<file path="src/rtl/refsel_pkg.sv">
package refsel_pkg;
    localparam int REG_W   = 8;
    localparam int MODE_W  = 2;
    localparam int NUM_ALM = 3;   // lost_pri, lost_sec, holdover

    // address 0 field positions
    localparam int B_HWEN  = 7;
    localparam int B_TRIG  = 6;
    localparam int B_MODEH = 5;
    localparam int B_MODEL = 4;
    localparam int B_ALIGN = 3;
    localparam int B_FILT  = 2;
    // address 1 field positions
    localparam int B_MSEL  = 0;
    localparam int B_FREQ  = 1;
    localparam int B_ACT   = 3;

    localparam logic [MODE_W-1:0] MODE_BAD = 2'b11;

    typedef struct packed {
        logic               hw_en;
        logic               trig_hold;
        logic [MODE_W-1:0]  mode;
        logic               align;
        logic               filt;
        logic               freq;
        logic               man_sel;
        logic               active;
        logic               pulse;
        logic [NUM_ALM-1:0] alm_prev;
    } state_t;
endpackage

</file>
<file path="src/rtl/rsc_rise_det.sv">
module rsc_rise_det #(
    parameter int N = 3
) (
    input  logic [N-1:0] alm_i,
    input  logic [N-1:0] prev_i,
    output logic [N-1:0] rise_o
);
    for (genvar i = 0; i < N; i++) begin : g_edge
        assign rise_o[i] = alm_i[i] & ~prev_i[i];
    end
endmodule

</file>
<file path="src/rtl/rsc_switch_eval.sv">
module rsc_switch_eval (
    input  logic       hw_en,
    input  logic       trig_hold,
    input  logic       active,
    input  logic [1:0] lost_rise,
    input  logic [1:0] lost_lvl,
    input  logic       hold_rise,
    output logic       toggle
);
    logic trig_hit;
    logic other_bad;

    always_comb begin
        trig_hit  = trig_hold ? hold_rise : lost_rise[active];
        other_bad = lost_lvl[~active];
        toggle    = hw_en & trig_hit & ~other_bad;
    end
endmodule

</file>
<file path="src/rtl/rsc_readback.sv">
module rsc_readback
    import refsel_pkg::*;
#(
    parameter int ADDR_W = 3
) (
    input  logic [ADDR_W-1:0] addr,
    input  state_t            st,
    output logic [REG_W-1:0]  rdata
);
    always_comb begin
        rdata = '0;
        if (addr == ADDR_W'(0)) begin
            rdata[B_HWEN]          = st.hw_en;
            rdata[B_TRIG]          = st.trig_hold;
            rdata[B_MODEH:B_MODEL] = st.mode;
            rdata[B_ALIGN]         = st.align;
            rdata[B_FILT]          = st.filt;
        end else if (addr == ADDR_W'(1)) begin
            rdata[B_MSEL] = st.man_sel;
            rdata[B_FREQ] = st.freq;
            rdata[B_ACT]  = st.active;
        end
    end
endmodule

</file>
<file path="src/rtl/refsel_ctrl.sv">
module refsel_ctrl
    import refsel_pkg::*;
#(
    parameter int ADDR_W = 3
) (
    input  logic              clk,
    input  logic              rst_n,
    input  logic              wr_en,
    input  logic [ADDR_W-1:0] addr,
    input  logic [7:0]        wdata,
    input  logic [7:0]        wr_mask,
    output logic [7:0]        rdata,
    input  logic              lost_pri,
    input  logic              lost_sec,
    input  logic              pll_holdover,
    output logic              active_ref,
    output logic [1:0]        pll_mode,
    output logic              filter_narrow,
    output logic              ref_freq_hi,
    output logic              align_pulse
);
    state_t st_d, st_q;

    logic [NUM_ALM-1:0] alm_now;
    logic [NUM_ALM-1:0] alm_rise;
    logic               toggle;
    logic               wr_cfg;
    logic               wr_sel;
    logic [REG_W-1:0]   merged0;
    logic [REG_W-1:0]   merged1;
    logic [REG_W-1:0]   cur0;
    logic [REG_W-1:0]   cur1;

    assign alm_now = {pll_holdover, lost_sec, lost_pri};

    rsc_rise_det #(.N(NUM_ALM)) u_rise (
        .alm_i  (alm_now),
        .prev_i (st_q.alm_prev),
        .rise_o (alm_rise)
    );

    rsc_switch_eval u_sw (
        .hw_en     (st_q.hw_en),
        .trig_hold (st_q.trig_hold),
        .active    (st_q.active),
        .lost_rise (alm_rise[1:0]),
        .lost_lvl  ({lost_sec, lost_pri}),
        .hold_rise (alm_rise[2]),
        .toggle    (toggle)
    );

    rsc_readback #(.ADDR_W(ADDR_W)) u_rb (
        .addr  (addr),
        .st    (st_q),
        .rdata (rdata)
    );

    always_comb begin
        wr_cfg = wr_en && (addr == ADDR_W'(0));
        wr_sel = wr_en && (addr == ADDR_W'(1)) && wr_mask[B_MSEL];

        cur0 = '0;
        cur0[B_HWEN]          = st_q.hw_en;
        cur0[B_TRIG]          = st_q.trig_hold;
        cur0[B_MODEH:B_MODEL] = st_q.mode;
        cur0[B_ALIGN]         = st_q.align;
        cur0[B_FILT]          = st_q.filt;
        cur1 = '0;
        cur1[B_MSEL] = st_q.man_sel;
        cur1[B_FREQ] = st_q.freq;

        merged0 = (wdata & wr_mask) | (cur0 & ~wr_mask);
        merged1 = (wdata & wr_mask) | (cur1 & ~wr_mask);

        st_d          = st_q;
        st_d.pulse    = 1'b0;
        st_d.alm_prev = alm_now;

        if (toggle) begin
            st_d.active = ~st_q.active;
        end

        if (wr_cfg) begin
            st_d.hw_en     = merged0[B_HWEN];
            st_d.trig_hold = merged0[B_TRIG];
            st_d.filt      = merged0[B_FILT];
            st_d.align     = merged0[B_ALIGN];
            st_d.pulse     = merged0[B_ALIGN] & ~st_q.align;
            if (merged0[B_MODEH:B_MODEL] != MODE_BAD) begin
                st_d.mode = merged0[B_MODEH:B_MODEL];
            end
        end

        if (wr_en && (addr == ADDR_W'(1))) begin
            st_d.man_sel = merged1[B_MSEL];
            st_d.freq    = merged1[B_FREQ];
        end

        if (wr_sel) begin
            st_d.active = wdata[B_MSEL];
        end
    end

    always_ff @(posedge clk) begin
        if (!rst_n) begin
            st_q <= '0;
        end else begin
            st_q <= st_d;
        end
    end

    assign active_ref    = st_q.active;
    assign pll_mode      = st_q.mode;
    assign filter_narrow = st_q.filt;
    assign ref_freq_hi   = st_q.freq;
    assign align_pulse   = st_q.pulse;


    pulse_single_chk: assert property (@(posedge clk) disable iff (!rst_n)
        align_pulse |=> !align_pulse);


    mode_legal_chk: assert property (@(posedge clk) disable iff (!rst_n)
        pll_mode != MODE_BAD);


    hw_off_hold_chk: assert property (@(posedge clk) disable iff (!rst_n)
        (!st_q.hw_en && !wr_sel) |=> $stable(active_ref));


    other_lost_hold_chk: assert property (@(posedge clk) disable iff (!rst_n)
        (st_q.hw_en && (st_q.active ? lost_pri : lost_sec) && !wr_sel)
            |=> $stable(active_ref));


    write_wins_chk: assert property (@(posedge clk) disable iff (!rst_n)
        wr_sel |=> (active_ref == $past(wdata[B_MSEL])));


    unused_zero_chk: assert property (@(posedge clk) disable iff (!rst_n)
        (addr == ADDR_W'(0)) |-> (rdata[1:0] == 2'b00));
endmodule

</file>
<file path="config.mk">
export PLATFORM = sky130hd
export DESIGN_NAME = refsel_ctrl
export DESIGN_NICKNAME = d
export VERILOG_FILES = /design/src/rtl/refsel_pkg.sv /design/src/rtl/rsc_rise_det.sv /design/src/rtl/rsc_switch_eval.sv /design/src/rtl/rsc_readback.sv /design/src/rtl/refsel_ctrl.sv
export SDC_FILE = /design/constraint.sdc
export NUM_CORES = 1
export LEC_CHECK = 0
export ABC_AREA = 0
export CORE_MARGIN = 4
export CORE_UTILIZATION = 34
export DETAILED_ROUTE_END_ITERATION = 7
export HOLD_SLACK_MARGIN = 0.03
export PLACE_DENSITY = 0.73
export SYNTH_ARGS = -nofsm -noshare
export SYNTH_HDL_FRONTEND = slang
export SYNTH_SLANG_ARGS = --single-unit
</file>
<file path="constraint.sdc">
create_clock -name clk -period 1.6 [get_ports clk]
set_clock_uncertainty 0.15 [all_clocks]
set_input_delay 0.4 -clock clk [delete_from_list [all_inputs] [get_ports clk]]
set_output_delay 0.4 -clock clk [all_outputs]
set_load 0.01 [all_outputs]
</file>
==> results of run 1 <==
critical path, cell delays in order:
cell and delay [ns]:
buf_8 0.10, nor3b_4 0.14, buf_4 0.13, a22o_1 0.19, buf_2 0.13
stage by stage:
| step | worst slack (ns) | cell area, um^2 | util [%] |
|---|---|---|---|
| CTS | -0.0538 | 1130 | 64.9 |
| finish | -0.0490 | 1160 | 66.4 |
| floorplan | 0.109 | 636 | - |
| detailed placement | -0.892 | 1100 | 62.8 |
| global route | -0.0741 | 1160 | 66.4 |
| global placement | -0.881 | 1100 | 62.8 |
synth_stat cells, types with 2 or more instances:
| cell type | count | area share [%] |
|---|---|---|
| nor3_1 | 2 | 1.6 |
| dfxtp_1 | 13 | 41 |
| inv_1 | 3 | 1.8 |
| buf_4 | 3 | 3.5 |
| nand2_1 | 11 | 6.5 |
| nor2b_1 | 2 | 2.0 |
| nand3_1 | 5 | 3.9 |
| a21oi_1 | 5 | 3.9 |
| and2_1 | 9 | 8.9 |
| mux2i_1 | 4 | 6.3 |
| a21boi_1 | 3 | 3.5 |
| nor2_1 | 2 | 1.2 |
timing repair:
item	in CTS	in global routing
pin swaps	12	1
endpoints found under the setup margin	17	8
buffers inserted	2	0
gates resized for setup	66	6
final timing paths:
path	startpoint	endpoint	slack [ns]	cells past startpoint
worst max-delay path	addr[0]	rdata[3]	-0.05	5
worst min-delay path	register	register	0.32	2
worst max register to register	register	active_ref	0.16	5
worst min register to register	register	register	0.32	2
power by group through the flow:
stage | sequential [mW] | clock (mW) | combinational, mW
3_5_place_dp | 0.344 | 0 | 0.123
4_1_cts | 0.337 | 0.213 | 0.131
2_1_floorplan | 0.343 | 0 | 0.0345
5_1_grt | 0.337 | 0.227 | 0.144
6_report | 0.336 | 0.201 | 0.132
3_3_place_gp | 0.343 | 0 | 0.121
placed cells by master, fill, tap and decap left out, types with 2 or more instances in the layout:
cell type,n
nand2_1,11
buf_4,12
dfxtp_1,13
nor2b_1,2
buf_8,3
inv_1,3
mux2i_1,4
buf_6,4
buf_2,4
dlygate4sd2_1,7
nand3_1,5
clkdlybuf4s50_1,20
clkbuf_4,3
a21boi_1,3
and2_4,4
nor2_1,2
a21oi_1,5
and2_1,5
layer usage:
layer / vias up / track usage (%)
li1: 355 / -
met1: 302 / 16.5
met2: 24 / 26.4
met3: 5 / 5.25
met4: 0 / 5.24
met5: - / 0
area by class of cell:
type | instances | area, um^2
well taps | 25 | 31.3
fillers | 160 | 587
clock buffers | 4 | 26.3
repair buffers | 50 | 462
flip-flops and latches | 13 | 260
multi-input cells | 55 | 368
inverters | 3 | 11.3
cell families (layout without fill, tap and decap cells):
group,Yosys count,in the layout
and+or+nand+nor,37,37
AOI/OAI and AO/OA,14,14
DFF,13,13
buffers and inverters,7,57
muxes,4,4
==> results.yml, run 1 <==
logic_synthesis:
  synth-seq-cells: 13
  synthDistinctLibCells: 25
  netlist_area_um2: 636
  ys_warn_count: 0
  synthCells: 75
  yosysSeqAreaShare_pct: 40.9
  syn_nets: 100
  syn_avg_cell_area_um2: 8.47
  synth_edf_count: 0
  synth_xor_area_share_pct: 0
  synth_top_family_by_area: "simple AND/OR/NAND/NOR gates"
  synthArstFlopShare_pct: 0
  synth_fa_ha_area_share_pct: 0
  synth_compound_area_share_pct: 13.8
  yosys_most_used_dff: "dfxtp_1"
  synthSimpleGateAreaFrac_pct: 33.1
  synth_mux_area_share_pct: 6.30
timing:
  setup_viol: 3
  hold_violations: 0
  fmax_mhz: 606
  period_minus_slack_ns: 1.65
  min_period_over_period_pct: 103
  worst_slack_ns: -0.0490
  hold_ws_ns: 0.320
  tightest_slew_ns: 0.242
  maxSlewHeadroom_pct: 83.7
  fin_setup_tns_ns: -0.0611
  rsz0062_at_grt: "true"
  final_max_slew_viol_count: 0
global_routing:
  gr-total-overflow: 0
  grt_antenna_before_repair: 0
  grt_use_total_pct: 15.0
  grt_pass1_vias: 666
  grt_pass1_wl_um: 2940
  grt_max_degree: 12
pwr:
  power_uw: 670
  sequentialPowerShare_pct: 50.2
  p_per_area_mw_per_mm2: 578
  ir_drop_mv: 0.458
  internal_power_uw: 519
  p_sw_share_pct: 22.6
  p_comb_share_pct: 19.8
  p_leak_nw: 0.525
  p_clk_share_pct: 30.1
  p_sw_uw: 152
detailed_routing:
  drtAntennaViolNets: 0
  wl_met2_um: 900
  drc_errors: 0
  initialDrtViolationCount: 8
  route.vias.total: 686
  top_layer: "met4"
  routed_wirelength_um: 1810
  met1_length_um: 754
  avgViaCountPerCell: 4.57
  firstDrtPassIters: 4
  wl_met3_um: 129
  wire_per_inst_um: 12.1
clock_network:
  cts_buffers: 3
  clk_latency_ns: 0.27
  clockBufferDepth: 2
  numClockSinks: 13
  h-tree-depth: 1
  tritoncts: "built"
  cts_hold_buf: 0
  clock-root-buffer: "clkbuf_4"
  clkTransAtPathRegs_ns: 0.08
floorplan:
  die_h_um: 51.2
  dieArea_mm2: 0.00263
  core_mm2: 0.00175
  start_util_pct: 36.4
  die_x_um: 51.2
  pin_count: 39
  rows: 15
final_layout:
  drive_gt1_share_pct: 28.8
  final_net_count: 151
  synthToLayoutAreaGrowth_pct: 82.3
  diodes: 0
  stdcell_count: 150
critical_path:
  critPathKind: "primary input to output pin"
  arrival_ns: 1.10
  cp.required_ns: 1.05
  startpoint_type: "primary input"
  crit_fanout: 3
  critPathCaptureType: "output pin"
placement:
  gp_congestion: 0.697
  portBuffers: 38
  dp_hpwl_um: 1440
  dp.cells: 144
run_status:
  violations: "negative setup slack"
  status: "finished with violations"
worst_hold_path:
  hold_path.class: "register to register"
job:
  drv_cap: 0
Note: power is estimated with default switching activity, not from simulation.
==> inputs of run 2 (changes only) <==
--- a/config.mk
+++ b/config.mk
@@ -8,6 +8,7 @@
 export ABC_AREA = 0
 export CORE_MARGIN = 4
 export CORE_UTILIZATION = 34
+export CTS_CLUSTER_SIZE = 24
 export DETAILED_ROUTE_END_ITERATION = 7
 export HOLD_SLACK_MARGIN = 0.03
 export PLACE_DENSITY = 0.73
==> results of run 2 <==
No change in the layout: final DEF, timing and power equal those of run 1.
